File: config.mk
export PLATFORM = sky130hd
export DESIGN_NAME = cascade_irq_ctrl
export DESIGN_NICKNAME = d
export VERILOG_FILES = /design/src/rtl/irq_cascade_pkg.sv /design/src/rtl/irq_sync.sv /design/src/rtl/irq_mask_reg.sv /design/src/rtl/irq_map_group.sv /design/src/rtl/irq_local_group.sv /design/src/rtl/irq_regport.sv /design/src/rtl/cascade_irq_ctrl.sv
export SDC_FILE = /design/constraint.sdc
export NUM_CORES = 1
export LEC_CHECK = 0
export BUFFER_PORTS_ARGS = -buffer_cell sky130_fd_sc_hd__buf_2
export CORE_ASPECT_RATIO = 1.75
export CORE_MARGIN = 4
export CORE_UTILIZATION = 45
export CTS_CLUSTER_SIZE = 8
export DETAILED_ROUTE_END_ITERATION = 6
export PLACE_DENSITY = 0.67
export SETUP_SLACK_MARGIN = 0.2
export SLEW_MARGIN = 20
export SYNTH_ARGS = -nofsm -noshare
export SYNTH_HDL_FRONTEND = slang
export SYNTH_SLANG_ARGS = --single-unit
File: constraint.sdc
create_clock -name clk -period 1.2 [get_ports clk]
set_input_delay 0.06 -clock clk [delete_from_list [all_inputs] [get_ports clk]]
set_output_delay 0.06 -clock clk [all_outputs]
set_load 0.05 [all_outputs]
File: src/rtl/irq_cascade_pkg.sv
// Package: shared widths, the register address map and group constants
// for the cascaded interrupt controller.
package irq_cascade_pkg;
    localparam int BYTE_W = 8;
    localparam int ADDR_W = 4;
    localparam int NUM_LOCAL = 2;
    localparam int NUM_MAP_MASKS = 2;
    localparam int MAP_MASK_STRIDE = 4;

    typedef logic [ADDR_W-1:0] reg_addr_t;
    typedef logic [BYTE_W-1:0] reg_byte_t;

    localparam reg_addr_t ADR_L0_STAT   = 4'h0;
    localparam reg_addr_t ADR_L0_MASK   = 4'h1;
    localparam reg_addr_t ADR_L1_STAT   = 4'h2;
    localparam reg_addr_t ADR_L1_MASK   = 4'h3;
    localparam reg_addr_t ADR_MAP_STAT  = 4'h4;
    localparam reg_addr_t ADR_MAP_MASK0 = 4'h5;
    localparam reg_addr_t ADR_MAP_MASK1 = ADR_MAP_MASK0 + reg_addr_t'(MAP_MASK_STRIDE);

    // Bit of each first-level group that carries the folded second-level view.
    localparam int CASCADE_BIT_L0 = 7;
    localparam int CASCADE_BIT_L1 = 3;
endpackage

File: src/rtl/irq_sync.sv
// Module: irq_sync
// Two-stage synchronizer for a vector of level-sensitive sources.
// Assumes: sources are levels held for several cycles; bits are independent.
module irq_sync #(
    parameter int W = 8
) (
    input  logic         clk,
    input  logic         rst_n,
    input  logic [W-1:0] async_i,
    output logic [W-1:0] sync_o
);
    logic [W-1:0] stage1_q;
    logic [W-1:0] stage2_q;

    // Two flops in series; both clear on reset.
    always_ff @(posedge clk) begin
        if (!rst_n) begin
            stage1_q <= '0;
            stage2_q <= '0;
        end else begin
            stage1_q <= async_i;
            stage2_q <= stage1_q;
        end
    end

    assign sync_o = stage2_q;
endmodule

File: src/rtl/irq_mask_reg.sv
// Module: irq_mask_reg
// One byte-wide writable mask register decoded at a fixed address.
// Assumes: a write strobe and address valid in the same cycle.
module irq_mask_reg
    import irq_cascade_pkg::*;
#(
    parameter int        W    = BYTE_W,
    parameter reg_addr_t ADDR = '0
) (
    input  logic          clk,
    input  logic          rst_n,
    input  logic          wr_en,
    input  reg_addr_t     addr,
    input  logic [W-1:0]  wr_data,
    output logic [W-1:0]  mask_o
);
    logic hit;
    assign hit = wr_en && (addr == ADDR);

    // Load on an address match; clear on reset.
    always_ff @(posedge clk) begin
        if (!rst_n)   mask_o <= '0;
        else if (hit) mask_o <= wr_data;
    end

    assert_mask_readback_R2: assert property (@(posedge clk) disable iff (!rst_n)
        (wr_en && addr == ADDR) |=> (mask_o == $past(wr_data)))
        else $error("mask register did not take written value");

    assert_mask_hold_R10: assert property (@(posedge clk) disable iff (!rst_n)
        !(wr_en && addr == ADDR) |=> $stable(mask_o))
        else $error("mask register changed without a matching write");
endmodule

File: src/rtl/irq_map_group.sv
// Module: irq_map_group
// Second-level group: one shared status vector seen through NUM_MAP_MASKS
// independent mask registers, each giving a one-bit "any pending" summary.
// Assumes: src_sync_i is already synchronized.
module irq_map_group
    import irq_cascade_pkg::*;
#(
    parameter int W = BYTE_W,
    parameter int N = NUM_MAP_MASKS
) (
    input  logic          clk,
    input  logic          rst_n,
    input  logic [W-1:0]  src_sync_i,
    input  logic          wr_en,
    input  reg_addr_t     addr,
    input  logic [W-1:0]  wr_data,
    output logic [W-1:0]  status_o,
    output logic [W-1:0]  mask_o [N],
    output logic [N-1:0]  any_o
);
    assign status_o = src_sync_i;

    genvar g;
    generate
        for (g = 0; g < N; g++) begin : g_view
            localparam reg_addr_t VIEW_ADDR =
                ADR_MAP_MASK0 + reg_addr_t'(g * MAP_MASK_STRIDE);

            irq_mask_reg #(.W(W), .ADDR(VIEW_ADDR)) i_mask (
                .clk     (clk),
                .rst_n   (rst_n),
                .wr_en   (wr_en),
                .addr    (addr),
                .wr_data (wr_data),
                .mask_o  (mask_o[g])
            );

            // Fold this masked view into a single request bit.
            always_comb any_o[g] = |(status_o & mask_o[g]);
        end
    endgenerate

    assert_view_independent_R8: assert property (@(posedge clk) disable iff (!rst_n)
        (wr_en && addr == ADR_MAP_MASK0) |=> $stable(mask_o[N-1]))
        else $error("writing mask 0 disturbed mask 1");
endmodule

File: src/rtl/irq_local_group.sv
// Module: irq_local_group
// First-level group: synchronized sources plus one cascade input folded
// into CASCADE_BIT, a mask register, and a registered CPU request.
// Assumes: src_sync_i synchronized; cascade_i comes from the same clock.
module irq_local_group
    import irq_cascade_pkg::*;
#(
    parameter int        W           = BYTE_W,
    parameter int        CASCADE_BIT = 7,
    parameter reg_addr_t MASK_ADDR   = '0
) (
    input  logic          clk,
    input  logic          rst_n,
    input  logic [W-1:0]  src_sync_i,
    input  logic          cascade_i,
    input  logic          wr_en,
    input  reg_addr_t     addr,
    input  logic [W-1:0]  wr_data,
    output logic [W-1:0]  status_o,
    output logic [W-1:0]  mask_o,
    output logic          irq_o
);
    logic [W-1:0] fold_vec;
    logic         pend_any;

    // Place the cascade request on its fixed bit position.
    always_comb begin
        fold_vec = '0;
        fold_vec[CASCADE_BIT] = cascade_i;
    end

    assign status_o = src_sync_i | fold_vec;

    irq_mask_reg #(.W(W), .ADDR(MASK_ADDR)) i_mask (
        .clk     (clk),
        .rst_n   (rst_n),
        .wr_en   (wr_en),
        .addr    (addr),
        .wr_data (wr_data),
        .mask_o  (mask_o)
    );

    assign pend_any = |(status_o & mask_o);

    // Register the group's CPU request.
    always_ff @(posedge clk) begin
        if (!rst_n) irq_o <= 1'b0;
        else        irq_o <= pend_any;
    end

    // Holds for both groups: group 0 is R4, group 1 is R5.
    assert_irq_follows_R4: assert property (@(posedge clk) disable iff (!rst_n)
        (|(status_o & mask_o)) |=> irq_o)
        else $error("pending masked bit did not raise irq");

    assert_zero_mask_quiet_R9: assert property (@(posedge clk) disable iff (!rst_n)
        (mask_o == '0) |=> !irq_o)
        else $error("irq raised with an all-zero mask");

    assert_cascade_seen_R7: assert property (@(posedge clk) disable iff (!rst_n)
        cascade_i |-> status_o[CASCADE_BIT])
        else $error("cascade request missing from status");
endmodule

File: src/rtl/irq_regport.sv
// Module: irq_regport
// Registered byte read multiplexer over all status and mask registers.
// Assumes: one read strobe per cycle; data holds until the next strobe.
module irq_regport
    import irq_cascade_pkg::*;
#(
    parameter int W = BYTE_W
) (
    input  logic          clk,
    input  logic          rst_n,
    input  logic          rd_en,
    input  reg_addr_t     addr,
    input  logic [W-1:0]  l0_status,
    input  logic [W-1:0]  l0_mask,
    input  logic [W-1:0]  l1_status,
    input  logic [W-1:0]  l1_mask,
    input  logic [W-1:0]  map_status,
    input  logic [W-1:0]  map_mask0,
    input  logic [W-1:0]  map_mask1,
    output logic [W-1:0]  rd_data
);
    logic [W-1:0] sel_data;

    // Decode the address to a register byte; unmapped reads return 0.
    always_comb begin
        unique case (addr)
            ADR_L0_STAT:   sel_data = l0_status;
            ADR_L0_MASK:   sel_data = l0_mask;
            ADR_L1_STAT:   sel_data = l1_status;
            ADR_L1_MASK:   sel_data = l1_mask;
            ADR_MAP_STAT:  sel_data = map_status;
            ADR_MAP_MASK0: sel_data = map_mask0;
            ADR_MAP_MASK1: sel_data = map_mask1;
            default:       sel_data = '0;
        endcase
    end

    // Capture the selected byte on a read strobe.
    always_ff @(posedge clk) begin
        if (!rst_n)     rd_data <= '0;
        else if (rd_en) rd_data <= sel_data;
    end

    assert_unmapped_zero_R10: assert property (@(posedge clk) disable iff (!rst_n)
        (rd_en && addr > ADR_MAP_MASK1) |=> (rd_data == '0))
        else $error("unmapped read returned non-zero");

    assert_rd_hold_R2: assert property (@(posedge clk) disable iff (!rst_n)
        !rd_en |=> $stable(rd_data))
        else $error("read data changed without a strobe");
endmodule

File: src/rtl/cascade_irq_ctrl.sv
// Module: cascade_irq_ctrl (top)
// Two first-level interrupt groups and one doubly masked second-level
// group whose masked views fold into fixed first-level bits.
// Assumes: level sources; single clock; byte register port.
module cascade_irq_ctrl
    import irq_cascade_pkg::*;
(
    input  logic                 clk,
    input  logic                 rst_n,
    input  logic [BYTE_W-1:0]    loc0_src,
    input  logic [BYTE_W-1:0]    loc1_src,
    input  logic [BYTE_W-1:0]    map_src,
    input  logic                 wr_en,
    input  logic                 rd_en,
    input  logic [ADDR_W-1:0]    addr,
    input  logic [BYTE_W-1:0]    wr_data,
    output logic [BYTE_W-1:0]    rd_data,
    output logic [NUM_LOCAL-1:0] cpu_irq
);
    localparam int SRC_W = BYTE_W * (NUM_LOCAL + 1);

    logic [SRC_W-1:0]         src_sync;
    logic [BYTE_W-1:0]        map_status;
    logic [BYTE_W-1:0]        map_mask [NUM_MAP_MASKS];
    logic [NUM_MAP_MASKS-1:0] map_any;
    logic [BYTE_W-1:0]        loc_status [NUM_LOCAL];
    logic [BYTE_W-1:0]        loc_mask   [NUM_LOCAL];
    logic [BYTE_W-1:0]        loc_src    [NUM_LOCAL];

    assign loc_src[0] = src_sync[0 +: BYTE_W];
    assign loc_src[1] = src_sync[BYTE_W +: BYTE_W];

    irq_sync #(.W(SRC_W)) i_sync (
        .clk     (clk),
        .rst_n   (rst_n),
        .async_i ({map_src, loc1_src, loc0_src}),
        .sync_o  (src_sync)
    );

    irq_map_group #(.W(BYTE_W), .N(NUM_MAP_MASKS)) i_map (
        .clk        (clk),
        .rst_n      (rst_n),
        .src_sync_i (src_sync[2*BYTE_W +: BYTE_W]),
        .wr_en      (wr_en),
        .addr       (addr),
        .wr_data    (wr_data),
        .status_o   (map_status),
        .mask_o     (map_mask),
        .any_o      (map_any)
    );

    genvar g;
    generate
        for (g = 0; g < NUM_LOCAL; g++) begin : g_local
            localparam int        CBIT  = (g == 0) ? CASCADE_BIT_L0 : CASCADE_BIT_L1;
            localparam reg_addr_t MADDR = (g == 0) ? ADR_L0_MASK : ADR_L1_MASK;

            irq_local_group #(.W(BYTE_W), .CASCADE_BIT(CBIT), .MASK_ADDR(MADDR)) i_grp (
                .clk        (clk),
                .rst_n      (rst_n),
                .src_sync_i (loc_src[g]),
                .cascade_i  (map_any[g]),
                .wr_en      (wr_en),
                .addr       (addr),
                .wr_data    (wr_data),
                .status_o   (loc_status[g]),
                .mask_o     (loc_mask[g]),
                .irq_o      (cpu_irq[g])
            );
        end
    endgenerate

    irq_regport #(.W(BYTE_W)) i_port (
        .clk        (clk),
        .rst_n      (rst_n),
        .rd_en      (rd_en),
        .addr       (addr),
        .l0_status  (loc_status[0]),
        .l0_mask    (loc_mask[0]),
        .l1_status  (loc_status[1]),
        .l1_mask    (loc_mask[1]),
        .map_status (map_status),
        .map_mask0  (map_mask[0]),
        .map_mask1  (map_mask[1]),
        .rd_data    (rd_data)
    );

    assert_cascade_l1_R8: assert property (@(posedge clk) disable iff (!rst_n)
        (|(map_status & map_mask[1])) |-> loc_status[1][CASCADE_BIT_L1])
        else $error("mask 1 view not folded into group 1");

    assert_double_mask_R11: assert property (@(posedge clk) disable iff (!rst_n)
        (loc_mask[0] == 8'h80 && loc_src[0] == '0 && !(|(map_status & map_mask[0])))
        |=> !cpu_irq[0])
        else $error("irq 0 raised with only the cascade bit enabled and no view hit");

    assert_stat_write_ignored_R10: assert property (@(posedge clk) disable iff (!rst_n)
        (wr_en && (addr == ADR_L0_STAT || addr == ADR_L1_STAT || addr == ADR_MAP_STAT))
        |=> ($stable(loc_mask[0]) && $stable(loc_mask[1])
             && $stable(map_mask[0]) && $stable(map_mask[1])))
        else $error("write to a status address changed a mask");
endmodule

==> out/metrics.yaml, run 1 <==
cp_cell_sequence: "a222oi_1 -> nand3_1 -> o21ai_1 -> a31oi_1"
swShare_pct: 22.78
drc_errors: 0
total_power_mw: 6.526
powerDensity_nw_per_um2: 1341
clkPwrFrac_pct: 43.4
max_freq_ghz: 0.7939
dieArea_um2: 9557
grt_pass1_vias: 3043
area_delta_synth_final_pct: 35.08
place_inst: 505
slew_headroom_pct: 62.10
power.internal_mw: 5.040
reg2reg_depth: 4
crit_required_ps: 1410
cp_num_buf_inv: 0
fin_skew_ps: 8.024
synth_top_area_cell: "dfxtp_1"
fin_crit_ps: 1260
p_comb_share_pct: 8.6
synth_area_leaders: "dfxtp_1 50%, mux2i_1 11%, and2_1 8.3%"
synthDistinctLibCells: 51
drv_slew: 0
fin_crit_sh_pct: 105.0
stdcell_area_um2: 4866
drtAntennaViolNets: 0
wirelength_um: 9997
worstSetupEndpointType: "flop"
cts_tree: "yes"
via_count: 2940
grt_max_degree: 49
clockBufferDepth: 2
setup_ws_ps: -59.64
clk_pin_slew_worst_paths_ps: 70
cts_made_buffers: 9
netSwitchingPower_mw: 1.487
netlist_area_um2: 3602
layout-drive-gt1-share_pct: 33.62
synth_top_area_share_pct: 50.02
synth_cells: 348
tightest_slew_ps: 568.4
ff2ff_setup_slack_ps: -60
final_cell_mix: "78 x dfxtp_1, 48 x and2_1, 48 x buf_4"
cp.arrival_ps: 1470
dr.pass1.iters: 4
fillers: 643
cap_violations: 0
worstHoldPathType: "in2reg"
hold_viol: 0
power.leakage_nw: 2.016
synth-seq-cells: 90
async_flop_share_pct: 0
cts-root-buf: "clkbuf_16"
critPathKind: "reg2reg"
initial_core_util_pct: 46.95
nets: 493
vias_per_cell: 5.385
violations: "negative setup slack"
core_um2: 7672
rsz0062_at_grt: "true"
cts.sinks: 90
cp-endpoint: "g_local[1].i_grp.irq_o"
vdd_drop_max_v: 0.0008752
htreeDepth: 3
num_antenna_cells: 0
die_x_um: 75.64
seq_power_share_pct: 48.0
grt_util_all_layers_pct: 22.51
pre_cts_slack_ps: -281.4
r2r_end: "g_local[1].i_grp.irq_o"
cp_max_fo: 3
antenna_found_initial: 0
synth_edf_count: 0
cpMaxStageDelayCell: "a222oi_1"
clk_latency_ps: 340
die_h_um: 126.4
syn_nets: 388
cp.depth: 4
status: "complete, but fails checks"
io_buffer_count: 49
setup_violations: 5
row_count: 42
r2r-start: "i_sync.sync_o[17]"
startpoint_type: "flop"
slowest_delay_ps: 370
syn_area_per_cell_um2: 10.35
crit_start: "i_sync.sync_o[17]"
layout_commonest_cell: "dfxtp_1"
ys.flop_type: "dfxtp_1"
post_drt_wl_per_cell_um: 18.31
ys_seq_area_share_pct: 50.02
gp_congestion: 1.046
dpl.hpwl_um: 7470
path_delay_family: "compound AO/OA/AOI/OAI gates"
yosys_warnings: 0
place_area_um2: 4182
gr-total-overflow: 0
drtIter0Drc: 188
stdcell_count: 546
grt_pass1_wl_um: 15730
pin_count: 50
==> cell usage after synthesis (all sizes together), types with 4 or more instances <==
| cell type | number |
|---|---|
| buf | 15 |
| and2 | 48 |
| nor2 | 36 |
| dfxtp | 90 |
| o21ai | 10 |
| nand2 | 8 |
| a22oi | 6 |
| nand3b | 10 |
| mux2i | 40 |
| a222oi | 4 |
| o211ai | 5 |
| nand3 | 6 |
| a21o | 4 |
| a21oi | 8 |
| mux2 | 4 |
| clkbuf | 9 |
==> power groups by stage <==
stage	combinational, mW	sequential [mW]	clock, mW
floorplan	0.276	3.18	0
global placement	0.474	3.19	0
detailed placement	0.482	3.19	0
CTS	0.554	3.13	2.88
global route	0.611	3.14	3.00
finish	0.563	3.13	2.83
==> worst reg2reg max path, stage by stage, from the launching register on <==
cell and delay, ps:
dfxtp_2 340, a222oi_1 370, nand3_1 170, o21ai_1 150, a31oi_1 90
==> timing repair <==
item                                    in CTS  in global routing
endpoints found under the setup margin      18                 26
resized for setup                           29                 16
endpoints found under the hold margin       24                  0
pin swaps                                   14                  5
setup buffers                                1                  0
hold buffers                                24                  0
==> per-stage QoR <==
stage / TNS, ps / util [%] / hold slack, ps
floorplan: 0 / - / 187.3
global placement: -3237 / 54.50 / 265.5
detailed placement: -3879 / 54.50 / 268.1
CTS: -240.8 / 62.79 / 3.217
global route: -662.3 / 63.42 / 22.58
finish: -233.0 / 63.42 / 10.23
==> layer usage <==
layer  share of wire (%)  wire, µm  vias up  GRT usage [%]
met4                 7.1       707        0          18.33
met3                 4.6       457       36          3.563
met2                  51      5068       93          36.37
met5                   0         0        -              0
li1                    -         -     1439              -
met1                  38      3764     1372          24.81
==> sequential cells by signal, summed over array words and instances (netlist names) <==
name and flops:
i_port.rd_data 8, i_map.g_view.i_mask.mask_o 16, g_local.i_grp.irq_o 2, g_local.i_grp.i_mask.mask_o 16
i_sync.sync_o 24, i_sync.stage1_q 24
==> kinds of logic after synthesis <==
| family | after synthesis | share of synthesized area, % |
|---|---|---|
| and+or+nand+nor | 126 | 20.74 |
| AOI/OAI and AO/OA | 61 | 12.51 |
| DFF | 90 | 50.02 |
| muxes | 44 | 12.37 |
| buffers and inverters | 27 | 4.376 |
==> layout make-up <==
class | count | area [µm²] | share of cell area, %
multi-input cells | 231 | 1740 | 35.77
repair buffers | 118 | 884.6 | 18.18
well taps | 88 | 110.1 | 2.263
inverters | 3 | 11.26 | 0.2314
clock buffers | 10 | 239.0 | 4.911
flip-flops and latches | 90 | 1817 | 37.34
clock inverters | 6 | 63.81 | 1.311
==> how the worst min path moves through the flow <==
stage | depth (start not counted) | end | from
after floorplan | 1 | i_sync.stage1_q[0] | loc0_src[0]
after global placement | 2 | i_sync.stage1_q[3] | loc0_src[3]
after detailed placement | 2 | i_sync.stage1_q[12] | loc1_src[4]
after CTS | 3 | g_local[0].i_grp.i_mask.mask_o[2] | wr_data[2]
after global routing | 3 | g_local[0].i_grp.i_mask.mask_o[2] | wr_data[2]
final | 3 | g_local[0].i_grp.i_mask.mask_o[2] | wr_data[2]
Power figures use the tool's default switching activity.
==> inputs of run 2 (changes only) <==
Settings changed: BUFFER_PORTS_ARGS -buffer_cell sky130_fd_sc_hd__buf_2 to default, DONT_BUFFER_PORTS from default to 1, PLACE_DENSITY 0.67 to default.
==> run 2 against run 1 <==
- the flow finishes with violations (negative hold slack, negative setup slack)
- final cell count shrank 9.9%
- clock power rose by 7.8%
- worst setup slack lost 26 ps
- maximum frequency decreased by 2.0%
- first-iteration DRC count rose by 60%
- clock skew is 2.4 ps lower
- die area is the same
- non-clock buffer count decreased by 55
- sequential cell count unchanged
- via count fell by 4.9%
- register-to-register slack got worse by 30 ps
==> out/metrics.yaml, run 2 (synthesis results as in run 1) <==
status: "complete, but fails checks"
violations: "negative hold slack, negative setup slack"
grt_pass1_wl_um: 15270  # -2.9%
clk_latency_ps: 340  # about the same
fin_crit_sh_pct: 107.1  # +2.1 points
wirelength_um: 9533  # -4.6%
die_x_um: 75.64  # unchanged
grt_util_all_layers_pct: 21.72  # -0.78 points
nets: 438  # -11%
layout_commonest_cell: "dfxtp_1"
dieArea_um2: 9557  # unchanged
initial_core_util_pct: 46.95  # unchanged
cts.sinks: 90  # unchanged
slew_headroom_pct: 62.71  # +0.61 points
hold_viol: 2  # +2
vdd_drop_max_v: 0.001039  # +19%
drv_slew: 0  # unchanged
cts_tree: "yes"
rsz0062_at_grt: "true"
fin_skew_ps: 5.646  # -2.378 ps
worstHoldEndpoint: "i_port.rd_data[2]"
core_um2: 7672  # unchanged
dpl.hpwl_um: 6412  # -14%
r2r_end: "i_port.rd_data[7]"
vias_per_cell: 5.683  # +5.5%
cts_made_buffers: 9  # unchanged
powerDensity_nw_per_um2: 1428  # +6.5%
crit_required_ps: 1420  # about the same
row_count: 42  # unchanged
final_cell_mix: "71 x dfxtp_1, 48 x and2_1, 38 x mux2i_1"
max_freq_ghz: 0.7781  # -2.0%
post_drt_wl_per_cell_um: 19.38  # +5.8%
worstSetupEndpointType: "flop"
ff2ff_setup_slack_ps: -90  # -30 ps
worstHoldPathType: "in2reg"
final_core_util_pct: 60.26  # -3.2 points
clk_pin_slew_worst_paths_ps: 60  # about the same
tightest_slew_ps: 557.2  # -11.19 ps
drtAntennaViolNets: 0  # unchanged
gp_congestion: 0.8698  # -17%
min-delay-start: "addr[1]"
grt_max_degree: 50  # +2.0%
dr.pass1.iters: 5  # +1
critPathKind: "reg2reg"
io_buffer_count: 0  # -100%
via_count: 2796  # -4.9%
total_power_mw: 6.601  # +1.2%
stdcell_area_um2: 4623  # -5.0%
htreeDepth: 3  # unchanged
grt_pass1_vias: 2967  # -2.5%
cap_violations: 0  # unchanged
pin_count: 50  # unchanged
reg2reg_depth: 4  # unchanged
clockBufferDepth: 2  # unchanged
cp.arrival_ps: 1500  # +30 ps
startpoint_type: "flop"
layout-drive-gt1-share_pct: 23.33  # -10 points
antenna_found_initial: 1  # +1
drc_errors: 0  # unchanged
r2r-start: "i_map.g_view[0].i_mask.mask_o[1]"
worst_hold_slack_ps: -27.04  # -37.27 ps
area_delta_synth_final_pct: 28.34
cts-root-buf: "clkbuf_16"
cp_max_fo: 2  # -1
setup_ws_ps: -85.22  # -25.58 ps
fin_tns_setup_ps: -242.2  # -9.197 ps
place_area_um2: 3799  # -9.2%
holdPathStages: 2  # -1
fin_crit_ps: 1285  # +25.58 ps
gr-total-overflow: 0  # unchanged
die_h_um: 126.4  # unchanged
pre_cts_slack_ps: -89.36  # +192.0 ps
setup_violations: 6  # +1
drtIter0Drc: 300  # +60%
power.leakage_nw: 1.804  # -11%
run 2: changes by cell type in the layout (fill, tap and decap cells not counted), moves of 3 or more:
cell,before,now
buf_4,48,25
dfxtp_1,78,71
buf_6,5,0
dfxtp_2,12,19
dlygate4sd3_1,24,34
clkbuf_4,3,0
buf_2,37,0
run 2: report_power, final:
| part | switching (mW) | leakage (nW) | internal (mW) |
|---|---|---|---|
| clock | 1.11 | 0.163 | 1.94 |
| combinational | 0.191 | 0.896 | 0.229 |
| sequential | 0.0487 | 0.745 | 3.08 |
| total | 1.35 | 1.80 | 5.25 |
run 2: stage by stage:
step,hold WS (ps),std cells
after floorplan,187.3,348
after global placement,185.8,436
after detailed placement,187.3,436
after CTS,-71.21,487
after global routing,-31.26,492
final,-27.04,492
run 2: metal layers:
metal,global-route usage (%),up-vias,part of all wire [%],wire (µm)
met5,0,-,0,0
met4,17.71,0,7.6,724
li1,-,1333,-,-
met1,23.56,1294,36,3435
met3,5.542,45,5.6,536
met2,34.13,124,51,4837
run 2: how the worst max path moves through the flow:
stage / from / endpoint / slack [ps] / cells after the start
after floorplan: addr[1] / i_map.g_view[0].i_mask.mask_o[0] / 70 / 5
after global routing: i_map.g_view[1].i_mask.mask_o[1] / i_port.rd_data[3] / -180 / 4
after global placement: addr[1] / i_map.g_view[1].i_mask.mask_o[1] / -20 / 5
final: i_map.g_view[0].i_mask.mask_o[1] / i_port.rd_data[7] / -90 / 4
after CTS: i_map.g_view[0].i_mask.mask_o[1] / i_port.rd_data[7] / -90 / 4
after detailed placement: i_sync.sync_o[17] / i_port.rd_data[7] / -90 / 4
run 2: repair_timing:
item,CTS,global route
buffers inserted,0,3
hold buffers,35,1
gates resized for setup,23,13
pin swaps,19,13
endpoints found under the setup margin,12,18
hold endpoints to repair,87,5
run 2: area by class of cell:
class | count | area, µm²
timing repair buffer | 63 | 600.6
clock buffer | 12 | 256.5
sequential | 90 | 1826
tap | 88 | 110.1
clock inverter | 4 | 73.82
multi-input combinational | 231 | 1743
fill | 661 | 3049
antenna | 1 | 2.502
inverter | 3 | 11.26
run 2: critical path, stage by stage, from the launching register on:
cell	delay (ps)
dfxtp_2	320
a222oi_1	370
nand3_1	170
o211ai_1	190
o211ai_1	110
==> inputs of run 3 (changes only) <==
Settings changed: ABC_AREA from default to 1, SKIP_LAST_GASP from default to 1.
==> run 3 against run 2 <==
- the flow finishes with violations (negative hold slack)
- maximum frequency increased by 16%
- worst setup slack better by 170 ps
- final area shrank 1.0%
- clock power barely moved
- combinational power decreased by 4%
- synthesized cell count rose by 42%
- non-clock buffer count decreased by 3
- sequential power is essentially flat
- critical path depth rose by 3
- die area shrank 1.6%
- critical endpoint is now g_local[0].i_grp.irq_o
==> out/metrics.yaml, run 3 <==
final_cell_mix: "137 x nand2_1, 75 x inv_1, 68 x dfxtp_1"
row_count: 42  # unchanged
nets: 585  # +34%
vdd_drop_max_v: 0.001046  # +0.73%
cp.arrival_ps: 1340  # -160 ps
slew_headroom_pct: 73.53  # +11 points
cp_cell_sequence: "nand2_1 -> nand2_2 -> nor2_2 -> nand3b_1 -> buf_4 -> nand2_4 -> a21oi_2"
synth_area_leaders: "dfxtp_1 51%, nand2_1 15%, inv_1 8.3%"
synth-seq-cells: 90  # unchanged
worstHoldPathType: "in2reg"
setup_violations: 0  # -6
pin_count: 50  # unchanged
synthTopCellsByCount: "145 x nand2_1, 90 x dfxtp_1, 78 x inv_1"
path_delay_family: "simple AND/OR/NAND/NOR gates"
async_flop_share_pct: 0  # unchanged
hold_viol: 72  # +70
antenna_found_initial: 0  # -1
synth_edf_count: 0  # unchanged
fin_crit_sh_pct: 92.72  # -14 points
clk_pin_slew_worst_paths_ps: 60  # about the same
cap_violations: 0  # unchanged
netSwitchingPower_mw: 1.454  # +7.6%
ys_seq_area_share_pct: 50.92  # +0.90 points
area_delta_synth_final_pct: 29.31
die_x_um: 75.03  # -0.80%
core_um2: 7620  # -0.68%
dpl.hpwl_um: 6669  # +4.0%
io_buffer_count: 0  # unchanged
htreeDepth: 3  # unchanged
power.internal_mw: 5.167  # -1.6%
layout_commonest_cell: "nand2_1"
syn_nets: 535  # +38%
worstHoldEndpoint: "i_sync.stage1_q[14]"
r2r-start: "i_map.g_view[0].i_mask.mask_o[7]"
layout-drive-gt1-share_pct: 17.45  # -5.9 points
critPathKind: "reg2reg"
cts-root-buf: "clkbuf_16"
setup_ws_ps: 87.40  # +172.6 ps
synth_top_area_cell: "dfxtp_1"
clkPwrFrac_pct: 46.3  # about the same
dr.pass1.iters: 4  # -1
clockBufferDepth: 2  # unchanged
yosys_warnings: 0  # unchanged
synthDistinctLibCells: 19  # -63%
pre_cts_slack_ps: 68.70  # +158.1 ps
tightest_slew_ps: 396.1  # -161.1 ps
drtIter0Drc: 197  # -34%
holdPathStages: 2  # unchanged
startpoint_type: "flop"
status: "complete, but fails checks"
gr-total-overflow: 0  # unchanged
fin_tns_setup_ps: 0  # +242.2 ps
ys.flop_type: "dfxtp_1"
grt_pass1_wl_um: 15370  # +0.64%
crit_required_ps: 1420  # about the same
seq_power_share_pct: 47.6  # +0.2 points
wirelength_um: 9691  # +1.7%
cts_tree: "yes"
via_count: 3159  # +13%
slowest_delay_ps: 330  # -40 ps
power.leakage_nw: 2.194  # +22%
reg2reg_depth: 7  # +3
grt_util_all_layers_pct: 22.23  # +0.51 points
grt_pass1_vias: 3142  # +5.9%
fin_crit_ps: 1113  # -172.6 ps
synth_top_area_share_pct: 50.92  # +0.90 points
ff2ff_setup_slack_ps: 90  # +170 ps
r2r_end: "g_local[0].i_grp.irq_o"
max_freq_ghz: 0.8988  # +16%
post_drt_wl_per_cell_um: 15.19  # -22%
num_antenna_cells: 0  # -1
cpMaxStageDelayCell: "dfxtp_2"
die_h_um: 125.3  # -0.83%
netlist_area_um2: 3538  # -1.8%
p_comb_share_pct: 6.1  # -0.3 points
worst_hold_slack_ps: -182.5  # -155.4 ps
synth_cells: 495  # +42%
fin_skew_ps: 6.704  # +1.058 ps
vias_per_cell: 4.951  # -13%
cts.sinks: 90  # unchanged
clk_latency_ps: 340  # about the same
gp_congestion: 0.9351  # +7.5%
cp_max_fo: 3  # +1
dieArea_um2: 9402  # -1.6%
swShare_pct: 21.96  # +1.5 points
worstSetupEndpointType: "flop"
rsz0062_at_grt: "true"
synth_most_common_cell: "nand2_1"
drtAntennaViolNets: 0  # unchanged
crit_start: "i_map.g_view[0].i_mask.mask_o[7]"
cp_num_buf_inv: 1  # +1
grt_max_degree: 73  # +46%
drv_slew: 0  # unchanged
min-delay-start: "rst_n"
initial_core_util_pct: 46.44  # -0.51 points
syn_area_per_cell_um2: 7.148  # -31%
powerDensity_nw_per_um2: 1447  # +1.3%
cts_made_buffers: 9  # unchanged
violations: "negative hold slack"
drc_errors: 0  # unchanged
[run 3: cell count changes in the layout (fill, tap and decap cells not counted), moves of 23 or more]
cell / previous run / this run
o21ai_0: 1 / 24
nand3_1: 5 / 42
nand2_1: 8 / 137
and2_1: 48 / 0
a21oi_1: 4 / 42
inv_1: 1 / 75
mux2i_1: 38 / 0
[run 3: cell families after synthesis]
| family | count (synthesis) | share of synthesized area, % |
|---|---|---|
| buf+inv | 100 | 11.24 |
| compound gates | 78 | 11.32 |
| simple gates | 227 | 26.52 |
| flops | 90 | 50.92 |
[run 3: worst reg2reg max path, cell delays in order, from the launching register on]
cell	delay [ps]
dfxtp_2	330
nand2_1	70
nand2_2	60
nor2_2	120
nand3b_1	130
buf_4	170
nand2_4	70
a21oi_2	50
[run 3: worst max path at each step]
stage | to | slack [ps] | depth (start not counted)
2_1_floorplan | i_map.g_view[1].i_mask.mask_o[5] | 190 | 6
3_3_place_gp | i_port.rd_data[6] | 60 | 9
3_5_place_dp | i_map.g_view[0].i_mask.mask_o[5] | 70 | 7
4_1_cts | i_port.rd_data[7] | 120 | 8
5_1_grt | i_port.rd_data[7] | -20 | 8
6_report | g_local[0].i_grp.irq_o | 90 | 7
[run 3: final cells by class]
cell class	instances	area, µm²
sequential	90	1829
timing repair buffer	60	563.0
clock buffer	10	239.0
tap	88	110.1
fill	718	3044
multi-input combinational	305	1449
inverter	79	296.5
clock inverter	6	88.84
[run 3: per-layer routing]
metal / vias to the layer above / track usage [%] / wire, µm
met5: - / 0 / 0
met4: 0 / 18.34 / 721
met3: 45 / 4.177 / 587
met2: 112 / 35.71 / 4753
met1: 1372 / 24.14 / 3628
li1: 1630 / - / -
[run 3: power by group through the flow]
stage,Combinational (mW),Clock [mW],Sequential (mW)
global placement,0.262,0,3.21
CTS,0.403,3.11,3.14
finish,0.403,3.07,3.15
global route,0.452,3.24,3.16
floorplan,0.219,0,3.20
detailed placement,0.265,0,3.21
[run 3: stage by stage]
stage	instance area, µm²	cells	util (%)	power [mW]
CTS	4523	644	59.36	6.653
detailed placement	3720	583	48.82	3.475
global placement	3720	583	48.82	3.470
global route	4576	638	60.05	6.848
floorplan	3541	495	-	3.417
finish	4576	638	60.05	6.620
[run 3: repair_timing]
| item | 4_1_cts | 5_1_grt |
|---|---|---|
| gates resized for setup | 15 | 49 |
| endpoints found under the setup margin | 9 | 20 |
| hold buffers | 45 | 1 |
| pin swaps | 3 | 25 |
| hold endpoints to repair | 88 | 73 |
| buffers inserted | 0 | 3 |
